===== src/rtl/addr_match_filter.sv =====
module addr_match_filter #(
  parameter int W = 8
) (
  input  logic         clk,
  input  logic         rst_n,
  input  logic         rx_valid,
  input  logic [W-1:0] rx_data,
  input  logic         reg_wr,
  input  logic [1:0]   reg_idx,
  input  logic [W-1:0] reg_wdata,
  output logic [W-1:0] reg_rdata,
  output logic         out_valid,
  output logic [W-1:0] out_data,
  output logic         match_open
);

  logic [W-1:0] match_a, match_b;
  logic [1:0]   en;

  wire filt    = |en;
  wire is_addr = rx_data[W-1];
  wire hit     = (en[0] && rx_data == match_a) || (en[1] && rx_data == match_b);
  wire pass    = !filt || (is_addr ? hit : match_open);

  always_ff @(posedge clk) begin
    if (!rst_n) begin
      match_a <= '0;
      match_b <= '0;
      en      <= '0;
    end else if (reg_wr) begin
      case (reg_idx)
        2'd0:    match_a <= reg_wdata;
        2'd1:    match_b <= reg_wdata;
        2'd2:    en      <= reg_wdata[1:0];
        default: ;
      endcase
    end
  end

  always_comb begin
    case (reg_idx)
      2'd0:    reg_rdata = match_a;
      2'd1:    reg_rdata = match_b;
      2'd2:    reg_rdata = {{(W-2){1'b0}}, en};
      default: reg_rdata = '0;
    endcase
  end

  always_ff @(posedge clk) begin
    if (!rst_n)
      match_open <= 1'b0;
    else if (rx_valid && filt && is_addr)
      match_open <= hit;
  end

  always_ff @(posedge clk) begin
    if (!rst_n) begin
      out_valid <= 1'b0;
      out_data  <= '0;
    end else begin
      out_valid <= rx_valid && pass;
      if (rx_valid && pass) out_data <= rx_data;
    end
  end

  // a forwarded strobe always follows a received character
  a_r8_follows_rx: assert property (@(posedge clk) disable iff (!rst_n)
    out_valid |-> $past(rx_valid));

  // bypass copies every character through
  a_r5_bypass: assert property (@(posedge clk) disable iff (!rst_n)
    (rx_valid && en == 2'b00) |=> (out_valid && out_data == $past(rx_data)));

  // payload characters never move the gate
  a_r1_data_keeps_gate: assert property (@(posedge clk) disable iff (!rst_n)
    (rx_valid && !rx_data[W-1]) |=> $stable(match_open));

  // closed gate drops payload
  a_r4_closed_drops: assert property (@(posedge clk) disable iff (!rst_n)
    (rx_valid && !rx_data[W-1] && en != 2'b00 && !match_open) |=> !out_valid);

  // gate holds while nothing arrives
  a_r9_idle_hold: assert property (@(posedge clk) disable iff (!rst_n)
    !rx_valid |=> ($stable(match_open) && !out_valid));

endmodule


===== config.mk =====
export PLATFORM = sky130hd
export DESIGN_NAME = addr_match_filter
export DESIGN_NICKNAME = d
export VERILOG_FILES = /design/src/rtl/addr_match_filter.sv
export SDC_FILE = /design/constraint.sdc
export NUM_CORES = 1
export LEC_CHECK = 0
export BUFFER_PORTS_ARGS = -buffer_cell sky130_fd_sc_hd__buf_2
export CORE_MARGIN = 1
export CORE_UTILIZATION = 35
export CTS_CLUSTER_SIZE = 30
export DETAILED_ROUTE_END_ITERATION = 12
export SYNTH_ARGS = -nofsm -noshare
export SYNTH_HDL_FRONTEND = slang
export SYNTH_SLANG_ARGS = --single-unit

===== constraint.sdc =====
create_clock -name clk -period 1.9 [get_ports clk]
set_input_delay 0.285 -clock clk [delete_from_list [all_inputs] [get_ports clk]]
set_output_delay 0.285 -clock clk [all_outputs]
set_load 0.03 [all_outputs]

==> results.cfg, run 1 <==
[run_status]
status = completed

[grt]
grt_max_degree = 36
grt_overflow = 0
grt_pass1_vias = 1128
grt_pass1_wl_mm = 5.17
grt_use_total_pct = 15.7
antenna_found_initial = 0

[pwr]
power.leakage_uw = 0.000748
ir_worst_vdd_mv = 0.308
power_uw = 1170
pwr_density_cell_nw_per_um2 = 691

[placement]
place_ws_ns = 0.343
io_buffers = 39
dp_hpwl_mm = 2.43
place.gp.congestion = 0.851
postPlaceCellArea_um2 = 1660

[sta]
final.setup_skew_ns = 0.00752
tightestPinTransition_ns = 0.511
rsz0062_at_grt = false
drv_slew = 0
setup_viol = 0
fin_crit_sh_pct = 78.9
fin_crit_ns = 1.50
fin_ws_ns = 0.402
final.setup.tns_ns = 0
hold_viol_final = 0
fmax_mhz = 667
relSlewSlack_pct = 65.9

[synth]
synth_cells = 157
synth_top_area_share_pct = 39.3
synth_seq_area_share_pct = 39.3
synth_seq_cells = 28
ys_types = 21
async_reset_ff_share_pct = 0
synth_area_leaders = dfxtp_1, mux2i_1, xnor2_1
synth_ff_type = dfxtp_1
avgSynthCellArea_um2 = 9.08
mappedNetlistNets = 179
synthesis.area_um2 = 1430
ys_warn_count = 0
synth_top_area_cell = dfxtp_1
synth_edf_count = 0

[drt]
wl_mm = 3.18
drt-wirelength-per-cell_um = 13.2
dr.pass1.iters = 4
drc = 0
vias_per_cell = 4.76
drt_iter0_drc = 35
vias = 1147
drtAntennaViolNets = 0

[finish]
layout_common_cells = buf_2, mux2i_1, dfxtp_1, nand2_1, nor2b_1
nets = 217
area_growth_pct = 19.1
fillers = 387
final_common_cell = buf_2
final_cell_area_um2 = 1700
fin_util_pct = 45.0
multi_input_area_um2 = 815
final-seq-area_um2 = 561
layout-drive-gt1-share_pct = 23.3
antenna_cells = 0

[floorplan]
core_um2 = 3770
row_count = 22
die-width_um = 65.8
dieHeight_um = 65.8
die_area_um2 = 4330
design.portCount = 40
start_util_pct = 37.8

[critical_path]
crit_path_start = match_b[6]$_SDFFE_PN0P_
endpoint_kind = flop
r2r-start = match_b[6]$_SDFFE_PN0P_
reg2reg_depth = 6
critPathLaunchType = flop
worstPathRequired_ns = 2.06
worstSetupPathType = flop to flop
crit_arrival_ns = 1.66
critical_path.max_fanout = 9

[clock_tree]
ctsResizeCount = 0
cts_setup_buffers = 0
cts_root_buffer = clkbuf_8
h-tree-depth = 1
clk_pin_slew_ns = 0.09
numCtsBuffers = 3
ctsHoldBuffers = 0
clockBufferDepth = 2
cts_tree = built
cts_sinks = 28
clk_latency_ns = 0.27

[worst_hold_path]
min_path_cells = 3
hold_start = reg_wdata[0]
hold_path_class = input pin to flop

[run]
cap_violations = 0
-- through the flow --
step	hold slack, ns	cells
global route	0.280	241
CTS	0.275	241
finish	0.279	241
detailed placement	0.450	238
global placement	0.439	238
floorplan	0.424	157
-- registers in the layout, indices dropped and copies added (netlist names) --
register    flops
out_data        8
out_valid       1
en              2
match_open      1
match_b         8
match_a         8
-- final timing paths --
check | endpoint | slack (ns)
worst max-delay path | out_data[6]$_SDFFE_PN0P_ | 0.40
worst max register to register | out_data[6]$_SDFFE_PN0P_ | 0.40
worst min register to register | out_data[7]$_SDFFE_PN0P_ | 0.46
worst min-delay path | en[0]$_SDFFE_PN0P_ | 0.28
-- cells in the mapped netlist, drive strengths merged, types with 4 or more instances --
| master | count |
|---|---|
| mux2i | 31 |
| dfxtp | 28 |
| nand2 | 22 |
| nor2b | 18 |
| xnor2 | 16 |
| nor2 | 9 |
| buf | 5 |
| o21ai | 5 |
| clkbuf | 4 |
| nand3 | 4 |
-- layout make-up --
type | instances | area share (%)
repair buffers | 42 | 12.8
multi-input cells | 119 | 48.0
inverters | 1 | 0.221
well taps | 48 | 3.54
flip-flops and latches | 28 | 33.0
clock buffers | 3 | 2.43
-- layer usage --
metal  track usage, %  share of wire, %  vias to the layer above  routed length, um
li1                 -                 -                      595                  -
met1             20.7                47                      510               1510
met2             26.1                47                       37               1480
met3             2.41               4.9                        5                156
met4             4.89               1.0                        0                 33
met5                0                 0                        -                  0
-- logic make-up (layout without fill, tap and decap cells) --
family / Yosys count / in the layout / synth area share, %
AND/OR/NAND/NOR: 63 / 63 / 22.0
multiplexers: 31 / 31 / 21.8
flip-flops: 28 / 28 / 39.3
XOR/XNOR: 16 / 16 / 9.83
buffers and inverters: 10 / 46 / 3.51
AO/OA/AOI/OAI: 9 / 9 / 3.51
-- power breakdown --
part | internal [uW] | switching (uW) | total, uW
Combinational | 93.4 | 129 | 222
Clock | 142 | 176 | 318
Sequential | 614 | 19.2 | 633
Total | 849 | 324 | 1170
-- worst max-delay path, cell delays in order (launching register included) --
cell	delay, ns
dfxtp_1	0.38
xnor2_1	0.14
nand4_1	0.14
nor4_1	0.30
nor3b_1	0.10
buf_4	0.19
mux2i_1	0.13
(Power assumes the default switching activity.)
==> run 2: changes to the inputs <==
Clock period 1.9 ns to 1.5 ns, I/O delays scaled along.
==> results.cfg, run 2 (same netlist as run 1, synthesis figures left out) <==
[clock_tree]
cts_setup_buffers = 0
ctsHoldBuffers = 0
numCtsBuffers = 3
clockBufferDepth = 2
h-tree-depth = 1
clk_latency_ns = 0.27
cts_sinks = 28
clk_pin_slew_ns = 0.10
cts_root_buffer = clkbuf_8
cts_tree = built

[placement]
place_ws_ns = 0.0224
place.gp.congestion = 0.822
placedCellCount = 241
dp_hpwl_mm = 2.55
io_buffers = 39
postPlaceCellArea_um2 = 1680

[run_status]
status = completed

[floorplan]
core_um2 = 3770
row_count = 22
start_util_pct = 37.8
design.portCount = 40
die-width_um = 65.8
dieHeight_um = 65.8
die_area_um2 = 4330

[drt]
drtAntennaViolNets = 0
dr.pass1.iters = 4
drt-wirelength-per-cell_um = 13.2
wl_mm = 3.24
vias_per_cell = 4.84
drt_iter0_drc = 29
drc = 0
vias = 1185

[sta]
relSlewSlack_pct = 74.3
drv_slew = 0
setup_viol = 0
tightestPinTransition_ns = 0.385
fin_crit_sh_pct = 94.6
fin_crit_ns = 1.42
rsz0062_at_grt = true
fmax_mhz = 705
hold_viol_final = 0
final.setup_skew_ns = 0.00815
fin_ws_ns = 0.0815
hold_ws_ns = 0.221

[finish]
final_cell_area_um2 = 1800
nets = 220
fin_cells = 245
area_growth_pct = 26.1
fin_util_pct = 47.6
final_common_cell = buf_2
final-seq-area_um2 = 573
reg_top3 = match_a: 8 flops, match_b: 8 flops, out_data: 8 flops
layout_common_cells = buf_2, mux2i_1, nand2_1, dfxtp_1, nor2b_1
multi_input_area_um2 = 865
layout-drive-gt1-share_pct = 34.0
antenna_cells = 0
fillers = 384

[critical_path]
critical_path.max_fanout = 9
critPathMaxStageDelay_ns = 0.36
crit_arrival_ns = 1.59
reg2reg_setup_slack_ns = 0.08
worstSetupPathType = flop to flop
path_cells = xnor2_2 > nand3_2 > nor4_2 > nor3b_1 > buf_4 > mux2i_1
critPathLaunchType = flop
worstPathRequired_ns = 1.67
endpoint_kind = flop
crit_slowest_cell = dfxtp_2

[grt]
grt_use_total_pct = 16.1
grt_pass1_vias = 1175
antenna_found_initial = 0
grt_pass1_wl_mm = 5.34
grt_max_degree = 26
grt_overflow = 0

[pwr]
pwr_density_cell_nw_per_um2 = 874
power.leakage_uw = 0.000796
ir_worst_vdd_mv = 0.369

[run]
cap_violations = 0

[worst_hold_path]
hold_path_class = input pin to flop
[run 2: cell count changes in the layout (fill, tap and decap cells not counted), sizes merged]
cell,before,now
buf,42,45
clkbuf,3,4
[run 2: cell type report]
| class | instances | share of cell area [%] |
|---|---|---|
| clock buffers | 4 | 3.06 |
| inverters | 1 | 0.209 |
| multi-input cells | 119 | 48.1 |
| flip-flops and latches | 28 | 31.9 |
| well taps | 48 | 3.34 |
| repair buffers | 45 | 13.4 |
[run 2: worst paths after layout]
| check | from | endpoint | cells past startpoint |
|---|---|---|---|
| max | match_a[0]$_SDFFE_PN0P_ | out_data[2]$_SDFFE_PN0P_ | 6 |
| min | reg_wdata[4] | match_a[4]$_SDFFE_PN0P_ | 3 |
| max reg2reg | match_a[0]$_SDFFE_PN0P_ | out_data[2]$_SDFFE_PN0P_ | 6 |
| min reg2reg | out_data[4]$_SDFFE_PN0P_ | out_data[4]$_SDFFE_PN0P_ | 2 |
[run 2: where the power goes]
group	internal [uW]	leakage [uW]	switching (uW)
sequential	779	0.000233	25.2
clock	235	0.0000288	233
combinational	129	0.000533	169
[run 2: worst max-delay path, delay by kind of cell (launching register included)]
kind          cells  cell delay, ns
flops             1            0.36
simple gates      3            0.42
mux               1            0.13
xor+xnor          1            0.22
buf+inv           1            0.18
[run 2: timing repair]
action                     CTS  global route
setup endpoints to repair    0            10
hold endpoints to repair     0             0
resized for setup            0            18
[run 2: metal layers]
metal	wire, um	GRT usage, %
met5	0	0
met4	19	4.35
met3	163	3.10
met2	1580	26.8
met1	1480	20.9
[run 2: metrics by stage]
step	total power [uW]	TNS [ns]
after floorplan	1010	0
after global placement	1100	0
after detailed placement	1110	0
after CTS	1560	0
after global routing	1650	-0.172
final	1570	0
==> run 3: changes to the inputs <==
==> constraint.sdc (replaced) <==
create_clock -name clk -period 1.5 [get_ports clk]
set_input_delay 0.225 -clock clk [delete_from_list [all_inputs] [get_ports clk]]
set_output_delay 0.225 -clock clk [all_outputs]
set_load 0.02 [all_outputs]
==> results.cfg, run 3 (same netlist as run 1, synthesis figures left out) <==
[sta]
final.setup_skew_ns = 0.00769
hold_viol_final = 0
fin_crit_sh_pct = 94.6
fmax_mhz = 705
final.setup.tns_ns = 0
fin_ws_ns = 0.0817
relSlewSlack_pct = 74.7
fin_crit_ns = 1.42
hold_ws_ns = 0.222
tightestPinTransition_ns = 0.380
drv_slew = 0
setup_viol = 0
rsz0062_at_grt = true

[critical_path]
path_cells = xnor2_2 > nand3_2 > nor4_2 > nor3b_1 > buf_4 > mux2i_1
critPathMaxStageDelay_ns = 0.36
worstSetupPathType = flop to flop
endpoint_kind = flop
critical_path.max_fanout = 9
critPathLaunchType = flop
worstPathRequired_ns = 1.67
crit_buf_inv = 1
cp_top_family = simple AND/OR/NAND/NOR gates
reg2reg_depth = 6
crit_slowest_cell = dfxtp_2
cp.depth = 6
crit_arrival_ns = 1.59

[grt]
grt_pass1_vias = 1175
grt_pass1_wl_mm = 5.34
grt_use_total_pct = 16.1
antenna_found_initial = 0
grt_overflow = 0
grt_max_degree = 26

[clock_tree]
clk_pin_slew_ns = 0.10
cts_root_buffer = clkbuf_8
cts_setup_buffers = 0
numCtsBuffers = 3
cts_sinks = 28
ctsHoldBuffers = 0
clk_latency_ns = 0.27
h-tree-depth = 1
clockBufferDepth = 2
ctsResizeCount = 0
cts_tree = built

[pwr]
ir_worst_vdd_mv = 0.369
power.leakage_uw = 0.000795
pwr_density_cell_nw_per_um2 = 864

[placement]
placedCellCount = 241
place_ws_ns = 0.0224
place.gp.congestion = 0.822
dp_hpwl_mm = 2.55
io_buffers = 39

[floorplan]
die_area_um2 = 4330
design.portCount = 40
core_um2 = 3770
dieHeight_um = 65.8
die-width_um = 65.8
start_util_pct = 37.8
row_count = 22

[finish]
nets = 220
layout_common_cells = buf_2, mux2i_1, nand2_1, nor2b_1, dfxtp_1
area_growth_pct = 25.9
fillers = 385
antenna_cells = 0
layout-drive-gt1-share_pct = 33.5
final_common_cell = buf_2
fin_cells = 245
reg_top3 = match_a: 8 flops, match_b: 8 flops, out_data: 8 flops

[run_status]
status = completed

[drt]
vias_per_cell = 4.84
drtAntennaViolNets = 0
drc = 0
drt-wirelength-per-cell_um = 13.2
wl_mm = 3.23
vias = 1185
dr.pass1.iters = 4
drt_iter0_drc = 25

[worst_hold_path]
min_path_cells = 3
hold_path_class = input pin to flop

[run]
cap_violations = 0
run 3: layer usage:
layer	track usage (%)	vias to the layer above	share of wire [%]	routed length, um
li1	-	598	-	-
met1	20.9	556	46	1470
met4	4.35	0	0.59	19
met2	26.8	27	49	1580
met5	0	-	0	0
met3	3.10	4	4.9	157
run 3: metrics by stage:
stage	area (um^2)	power [uW]	util (%)
after detailed placement	1680	1090	44.5
after global placement	1680	1080	44.5
after floorplan	1430	990	-
final	1790	1550	47.6
after CTS	1730	1550	46.0
after global routing	1790	1630	47.6
run 3: path summary, 6_finish.rpt:
check	startpoint	slack (ns)	end
worst max-delay path	match_a[0]$_SDFFE_PN0P_	0.08	out_data[2]$_SDFFE_PN0P_
worst min-delay path	reg_wdata[4]	0.22	match_a[4]$_SDFFE_PN0P_
worst max register to register	match_a[0]$_SDFFE_PN0P_	0.08	out_data[2]$_SDFFE_PN0P_
worst min register to register	out_data[4]$_SDFFE_PN0P_	0.47	out_data[4]$_SDFFE_PN0P_
run 3: worst min-delay path: stages:
cell	delay [ns]
buf_2	0.09
mux2i_1	0.06
nor2b_1	0.09
run 3: area by class of cell:
type	count	area (um^2)	share of cell area (%)
clock buffers	4	55.1	3.07
inverters	1	3.75	0.209
multi-input cells	119	862	48.0
flip-flops and latches	28	573	31.9
well taps	48	60.1	3.35
repair buffers	45	240	13.4
run 3: report_power, final:
| group | leakage (uW) | switching [uW] | internal, uW | total [uW] |
|---|---|---|---|---|
| logic | 0.000532 | 151 | 129 | 280 |
| registers | 0.000233 | 25.1 | 779 | 804 |
| clock network | 0.0000288 | 232 | 235 | 467 |
